## config.mk

```make
export PLATFORM = sky130hd
export DESIGN_NAME = wildcard_key_expander
export DESIGN_NICKNAME = d
export VERILOG_FILES = /design/src/rtl/wke_pkg.sv /design/src/rtl/wke_classify.sv /design/src/rtl/wke_scatter.sv /design/src/rtl/wke_ctrl.sv /design/src/rtl/wildcard_key_expander.sv
export SDC_FILE = /design/constraint.sdc
export NUM_CORES = 1
export LEC_CHECK = 0
export CAP_MARGIN = 30
export CORE_MARGIN = 5
export CORE_UTILIZATION = 40
export CTS_BUF_LIST = sky130_fd_sc_hd__clkbuf_8
export DETAILED_ROUTE_END_ITERATION = 8
export HOLD_SLACK_MARGIN = 0.1
export PLACE_DENSITY = 0.58
export SYNTH_ARGS = -nofsm -noshare
export SYNTH_HDL_FRONTEND = slang
export SYNTH_SLANG_ARGS = --single-unit
```

## constraint.sdc

```tcl
create_clock -name clk -period 22.7 [get_ports clk]
set_input_delay 4.54 -clock clk [delete_from_list [all_inputs] [get_ports clk]]
set_output_delay 4.54 -clock clk [all_outputs]
set_load 0.03 [all_outputs]
```

## src/rtl/wke_pkg.sv

```systemverilog
package wke_pkg;
  localparam int unsigned WKE_MIN_LEN = 8;

  typedef enum logic [0:0] {
    WKE_IDLE = 1'b0,
    WKE_EMIT = 1'b1
  } wke_state_e;
endpackage

```

## src/rtl/wke_classify.sv

```systemverilog
module wke_classify #(
  parameter int KEY_W   = 32,
  parameter int SEL_N   = 8,
  parameter int MIN_LEN = 8,
  parameter int POS_W   = $clog2(KEY_W),
  parameter int LEN_W   = $clog2(KEY_W + 1),
  parameter int KW      = $clog2(SEL_N + 1)
) (
  input  logic [LEN_W-1:0]       len,
  input  logic [SEL_N*POS_W-1:0] sel,
  output logic [SEL_N-1:0]       wild,
  output logic [KW-1:0]          k,
  output logic [KEY_W-1:0]       keep
);
  logic [LEN_W-1:0] eff_len;
  logic [POS_W-1:0] pi;

  // lengths below the floor are raised to it
  assign eff_len = (len < LEN_W'(MIN_LEN)) ? LEN_W'(MIN_LEN) : len;

  // a position is a fill position when it lies past the effective length
  // and no lower-index entry names the same position
  always_comb begin
    wild = '0;
    pi   = '0;
    for (int i = 0; i < SEL_N; i++) begin
      pi      = sel[i*POS_W +: POS_W];
      wild[i] = (LEN_W'(pi) >= eff_len);
      for (int j = 0; j < i; j++) begin
        if (sel[j*POS_W +: POS_W] == pi) wild[i] = 1'b0;
      end
    end
  end

  assign k = KW'($countones(wild));

  // bits inside the effective length are copied from the prefix
  always_comb begin
    for (int b = 0; b < KEY_W; b++) begin
      keep[b] = (LEN_W'(KEY_W - 1 - b) < eff_len);
    end
  end
endmodule

```

## src/rtl/wke_scatter.sv

```systemverilog
module wke_scatter #(
  parameter int KEY_W = 32,
  parameter int SEL_N = 8,
  parameter int POS_W = $clog2(KEY_W),
  parameter int RW    = $clog2(SEL_N)
) (
  input  logic [KEY_W-1:0]       base,
  input  logic [SEL_N*POS_W-1:0] sel,
  input  logic [SEL_N-1:0]       wild,
  input  logic [SEL_N-1:0]       cnt,
  output logic [KEY_W-1:0]       key
);
  logic [RW:0]      rank;
  logic [POS_W-1:0] pos;
  logic [POS_W-1:0] bit_idx;

  // each fill entry takes the next counter bit, lowest list index first
  always_comb begin
    key     = base;
    rank    = '0;
    pos     = '0;
    bit_idx = '0;
    for (int i = 0; i < SEL_N; i++) begin
      pos     = sel[i*POS_W +: POS_W];
      bit_idx = POS_W'(KEY_W - 1) - pos;
      if (wild[i]) begin
        key[bit_idx] = cnt[rank[RW-1:0]];
        rank         = rank + (RW+1)'(1);
      end
    end
  end
endmodule

```

## src/rtl/wke_ctrl.sv

```systemverilog
module wke_ctrl #(
  parameter int SEL_N = 8,
  parameter int KW    = $clog2(SEL_N + 1)
) (
  input  logic             clk,
  input  logic             rst,
  input  logic             in_valid,
  input  logic             out_ready,
  input  logic [KW-1:0]    k_new,
  input  logic [KW-1:0]    k_cur,
  output logic             in_ready,
  output logic             out_valid,
  output logic             out_last,
  output logic             accept,
  output logic             step,
  output logic [SEL_N-1:0] cnt_next
);
  import wke_pkg::*;

  wke_state_e       state_q;
  logic [SEL_N-1:0] cnt_q;
  logic [SEL_N-1:0] cnt_inc;
  logic             last_q;
  logic             take;

  function automatic logic [SEL_N-1:0] fill_mask(input logic [KW-1:0] kk);
    return ~({SEL_N{1'b1}} << kk);
  endfunction

  assign out_valid = (state_q == WKE_EMIT);
  assign out_last  = last_q;
  assign take      = out_valid && out_ready;
  assign in_ready  = !out_valid || (out_ready && last_q);
  assign accept    = in_valid && in_ready;
  assign step      = take && !last_q;
  assign cnt_inc   = cnt_q + {{(SEL_N-1){1'b0}}, 1'b1};
  assign cnt_next  = accept ? '0 : cnt_inc;

  always_ff @(posedge clk) begin
    if (rst) begin
      state_q <= WKE_IDLE;
      cnt_q   <= '0;
      last_q  <= 1'b0;
    end else if (accept) begin
      state_q <= WKE_EMIT;
      cnt_q   <= '0;
      last_q  <= (k_new == '0);
    end else if (step) begin
      cnt_q   <= cnt_inc;
      last_q  <= (cnt_inc == fill_mask(k_cur));
    end else if (take) begin
      state_q <= WKE_IDLE;
      last_q  <= 1'b0;
    end
  end

  p_first_key_r7: assert property (@(posedge clk) disable iff (rst)
    accept |=> out_valid && (cnt_q == '0));

  p_single_key_r7: assert property (@(posedge clk) disable iff (rst)
    accept && (k_new == '0) |=> out_last);

  p_next_index_r4: assert property (@(posedge clk) disable iff (rst)
    step |=> out_valid && (cnt_q == $past(cnt_inc)));

  p_last_at_top_r5: assert property (@(posedge clk) disable iff (rst)
    out_valid && out_last |-> (cnt_q == fill_mask(k_cur)));

  p_drain_r8: assert property (@(posedge clk) disable iff (rst)
    take && last_q && !in_valid |=> !out_valid);
endmodule

```

## src/rtl/wildcard_key_expander.sv

```systemverilog
module wildcard_key_expander #(
  parameter int KEY_W   = 32,
  parameter int SEL_N   = 8,
  parameter int MIN_LEN = wke_pkg::WKE_MIN_LEN,
  localparam int POS_W  = $clog2(KEY_W),
  localparam int LEN_W  = $clog2(KEY_W + 1),
  localparam int KW     = $clog2(SEL_N + 1),
  localparam int RW     = $clog2(SEL_N)
) (
  input  logic                   clk,
  input  logic                   rst,
  input  logic                   in_valid,
  output logic                   in_ready,
  input  logic [KEY_W-1:0]       in_prefix,
  input  logic [LEN_W-1:0]       in_len,
  input  logic [SEL_N*POS_W-1:0] in_sel,
  output logic                   out_valid,
  input  logic                   out_ready,
  output logic [KEY_W-1:0]       out_key,
  output logic [LEN_W-1:0]       out_len,
  output logic                   out_last
);
  logic [SEL_N-1:0]       wild_in;
  logic [KW-1:0]          k_in;
  logic [KEY_W-1:0]       keep_in;
  logic [KEY_W-1:0]       base_in;

  logic [KEY_W-1:0]       base_q;
  logic [KEY_W-1:0]       keep_q;
  logic [SEL_N*POS_W-1:0] sel_q;
  logic [SEL_N-1:0]       wild_q;
  logic [KW-1:0]          k_q;
  logic [LEN_W-1:0]       len_q;
  logic [KEY_W-1:0]       key_q;

  logic                   accept;
  logic                   step;
  logic [SEL_N-1:0]       cnt_next;

  logic [KEY_W-1:0]       sc_base;
  logic [SEL_N*POS_W-1:0] sc_sel;
  logic [SEL_N-1:0]       sc_wild;
  logic [KEY_W-1:0]       sc_key;

  wke_classify #(
    .KEY_W(KEY_W), .SEL_N(SEL_N), .MIN_LEN(MIN_LEN),
    .POS_W(POS_W), .LEN_W(LEN_W), .KW(KW)
  ) u_classify (
    .len  (in_len),
    .sel  (in_sel),
    .wild (wild_in),
    .k    (k_in),
    .keep (keep_in)
  );

  assign base_in = in_prefix & keep_in;

  wke_ctrl #(.SEL_N(SEL_N), .KW(KW)) u_ctrl (
    .clk       (clk),
    .rst       (rst),
    .in_valid  (in_valid),
    .out_ready (out_ready),
    .k_new     (k_in),
    .k_cur     (k_q),
    .in_ready  (in_ready),
    .out_valid (out_valid),
    .out_last  (out_last),
    .accept    (accept),
    .step      (step),
    .cnt_next  (cnt_next)
  );

  // one scatter serves both the first key of a new prefix and later keys
  assign sc_base = accept ? base_in : base_q;
  assign sc_sel  = accept ? in_sel  : sel_q;
  assign sc_wild = accept ? wild_in : wild_q;

  wke_scatter #(.KEY_W(KEY_W), .SEL_N(SEL_N), .POS_W(POS_W), .RW(RW)) u_scatter (
    .base (sc_base),
    .sel  (sc_sel),
    .wild (sc_wild),
    .cnt  (cnt_next),
    .key  (sc_key)
  );

  always_ff @(posedge clk) begin
    if (rst) begin
      base_q <= '0;
      keep_q <= '0;
      sel_q  <= '0;
      wild_q <= '0;
      k_q    <= '0;
      len_q  <= '0;
    end else if (accept) begin
      base_q <= base_in;
      keep_q <= keep_in;
      sel_q  <= in_sel;
      wild_q <= wild_in;
      k_q    <= k_in;
      len_q  <= in_len;
    end
  end

  always_ff @(posedge clk) begin
    if (rst)                 key_q <= '0;
    else if (accept || step) key_q <= sc_key;
  end

  assign out_key = key_q;
  assign out_len = len_q;

  p_hold_r9: assert property (@(posedge clk) disable iff (rst)
    out_valid && !out_ready |=> out_valid && $stable(out_key)
                                && $stable(out_len) && $stable(out_last));

  p_len_kept_r6: assert property (@(posedge clk) disable iff (rst)
    out_valid && out_ready && !out_last |=> $stable(out_len));

  p_prefix_bits_r3: assert property (@(posedge clk) disable iff (rst)
    out_valid |-> (((out_key ^ base_q) & keep_q) == '0));
endmodule

```

==> impl_metrics.yaml <==
synthesis:
  netlist.top_cell.by_area: "dfxtp_1"
  synthTopCellsByArea: "dfxtp_1, nand2_1, xnor2_1"
  syn_avg_cell_area_um2: 7.20
  ys_seq_elements: 132
  synth_warnings: 0
  synth-edff-count: 0
  synthesis.area_um2: 14500
  synth.distinct_cells: 102
  synthFlopType: "dfxtp_1"
  synthArstFlopShare: 0
  synth_top_area_share: 0.183
  synthCells: 2010
  synth_nets: 2149
  synth-seq-area-share: 0.183
pwr:
  leakagePower_nw: 5.65
  peakVddDrop_v: 0.0000466
  pwr_density_cell_nw_per_um2: 52.6
sta:
  skew_ps: 17.5
  fmax_ghz: 0.0842
  hold_viol: 0
  slew_viol_final: 0
  setup_violations: 0
  finalCritPeriodShare: 0.523
  final.min_clock_period_ps: 11880
  rsz0062_at_grt: "false"
  relSlewSlack: 0.258
  fin_tns_setup_ps: 0
  worst_pin_slew_ps: 1110
place:
  gp_routability_congestion: 0.996
  hpwl_um: 46200
  dpl-instance-area_um2: 15700
  portBuffers: 122
routing:
  wl_per_cell_um: 24.2
  antenna_left: 0
  routed_wl_um: 60500
  vias: 15412
  post_drt_via_cell_ratio: 6.17
  dr.pass1.iters: 8
  drtIter0Drc: 1593
  drc: 0
cells_and_area:
  fin_area_um2: 16100
  final_cell_mix: "nand2_1, nor2_1, a21oi_1, dfxtp_1, clkdlybuf4s50_1"
  syn_to_final_growth_pct: 11.3
  multi_input_area_um2: 10900
  num-fill-cells: 3675
  mostFrequentLayoutCell: "nand2_1"
  drive_above_1_share: 0.0569
  antennaDiodeCount: 0
  nNetsFinal: 2163
  regArea_um2: 2640
global_route:
  grt_max_degree: 115
  grt_usage: 0.292
  grt-ovfl-total: 0
  antenna_found_initial: 0
  first_global_vias: 14686
  grt_first_pass_wirelength_um: 92700
floorplanning:
  die_x_um: 200
  ios: 123
  dieArea_um2: 40100
  initial_core_util: 0.406
  coreArea_um2: 35700
  die_h_um: 200
  placementRows: 69
critical_path:
  endpoint: "out_key[31]"
  end_kind: "flop"
  cpPeakStageDelay_ps: 700
  cp_max_fo: 19
  worstRegToRegCells: 24
  ff2ff_setup_slack_ps: 15880
  slowest_stage: "ha_1"
  reg2reg_to: "out_key[31]"
  crit_arrival_ps: 12340
  r2r_start: "u_ctrl.out_last"
  crit_type: "in2reg"
  required_ps: 23160
  critPathLaunchType: "primary input"
  cp-startpoint: "in_len[5]"
  crit_top_cell: "ha_1"
cts:
  cts.repair.resized: 0
  cts_sinks: 132
  numCtsBuffers: 17
  cts_hold_buf: 0
  clk_pin_slew_ps: 90
  htree_num_levels: 4
  cts_tree: "built"
  cts_buffer_depth: 2
  cts_root_buf: "clkbuf_8"
  clk_latency_ps: 510
  post_cts_buffers: 0
worst_hold_path:
  hp-start: "out_len[2]"
  hp-class: "reg2reg"
status:
  outcome: "completed"
run:
  maxCapViolations: 0
==> worst min path at each step <==
stage / slack, ps / to / depth (start not counted)
CTS: 460 / base_q[22] / 2
global placement: 440 / base_q[22] / 2
floorplan: 440 / base_q[22] / 2
detailed placement: 450 / base_q[22] / 2
global route: 490 / out_len[2] / 2
finish: 460 / out_len[2] / 2
==> per-layer routing <==
layer  GRT usage  routed length [um]  vias to the layer above
met2       0.492               28400                      593
met5           0                   0                        -
li1            -                   -                     7304
met4       0.120                2450                        0
met3      0.0391                3100                      134
met1       0.380               26600                     7381
==> Yosys cell counts (53+ instances only) <==
cell type  instances
nand2_1          269
nor2_1           199
nand3_1           85
a21oi_1          134
xnor2_1          111
clkbuf_1          67
inv_1             54
xor2_1            61
o21ai_0           91
mux2i_1           76
nor3_1            92
dfxtp_1          132
ha_1              53
==> flip-flops by register name (all words and copies together) (netlist names) <==
register / cells
out_len: 6
base_q: 32
k_q: 4
wild_q: 8
u_ctrl.cnt_q: 8
sel_q: 40
u_ctrl.out_valid: 1
u_ctrl.out_last: 1
out_key: 32
==> critical path: cells and delay by family <==
kind	cells	cell delay [ps]
AO/OA/AOI/OAI	9	2000
XOR/XNOR	1	180
adder cells (fa/ha/maj)	6	2320
buffers and inverters	4	900
multiplexers	2	650
AND/OR/NAND/NOR	9	1700
==> metrics by stage <==
| step | hold slack, ps | worst slack [ps] | power [W] | instances | utilization |
|---|---|---|---|---|---|
| 6_report | 461 | 10820 | 0.000847 | 2498 | 0.452 |
| 4_1_cts | 465 | 10880 | 0.000845 | 2498 | 0.452 |
| 5_1_grt | 491 | 10230 | 0.000892 | 2498 | 0.452 |
| 2_1_floorplan | 436 | 11770 | 0.000512 | 2010 | - |
| 3_3_place_gp | 442 | 10450 | 0.000624 | 2465 | 0.440 |
| 3_5_place_dp | 451 | 10340 | 0.000628 | 2466 | 0.440 |
==> cell families after synthesis <==
| kind of cell | after synthesis | share of synthesized area |
|---|---|---|
| mux | 89 | 0.0658 |
| flops | 132 | 0.183 |
| fa+ha+maj | 57 | 0.0514 |
| buf+inv | 205 | 0.0662 |
| simple gates | 829 | 0.270 |
| xor+xnor | 178 | 0.113 |
| compound gates | 520 | 0.250 |
==> cell type report <==
class,count,share of cell area
multi-input cells,1673,0.676
flip-flops and latches,132,0.164
repair buffers,145,0.0864
well taps,461,0.0358
clock buffers,18,0.0154
inverters,55,0.0128
clock inverters,14,0.00940
==> power by group <==
group	switching (W)	internal, W	total (W)
Sequential	0.0000133	0.000247	0.000261
Clock	0.000117	0.000101	0.000218
Combinational	0.000240	0.000129	0.000368
(Power assumes the default switching activity.)
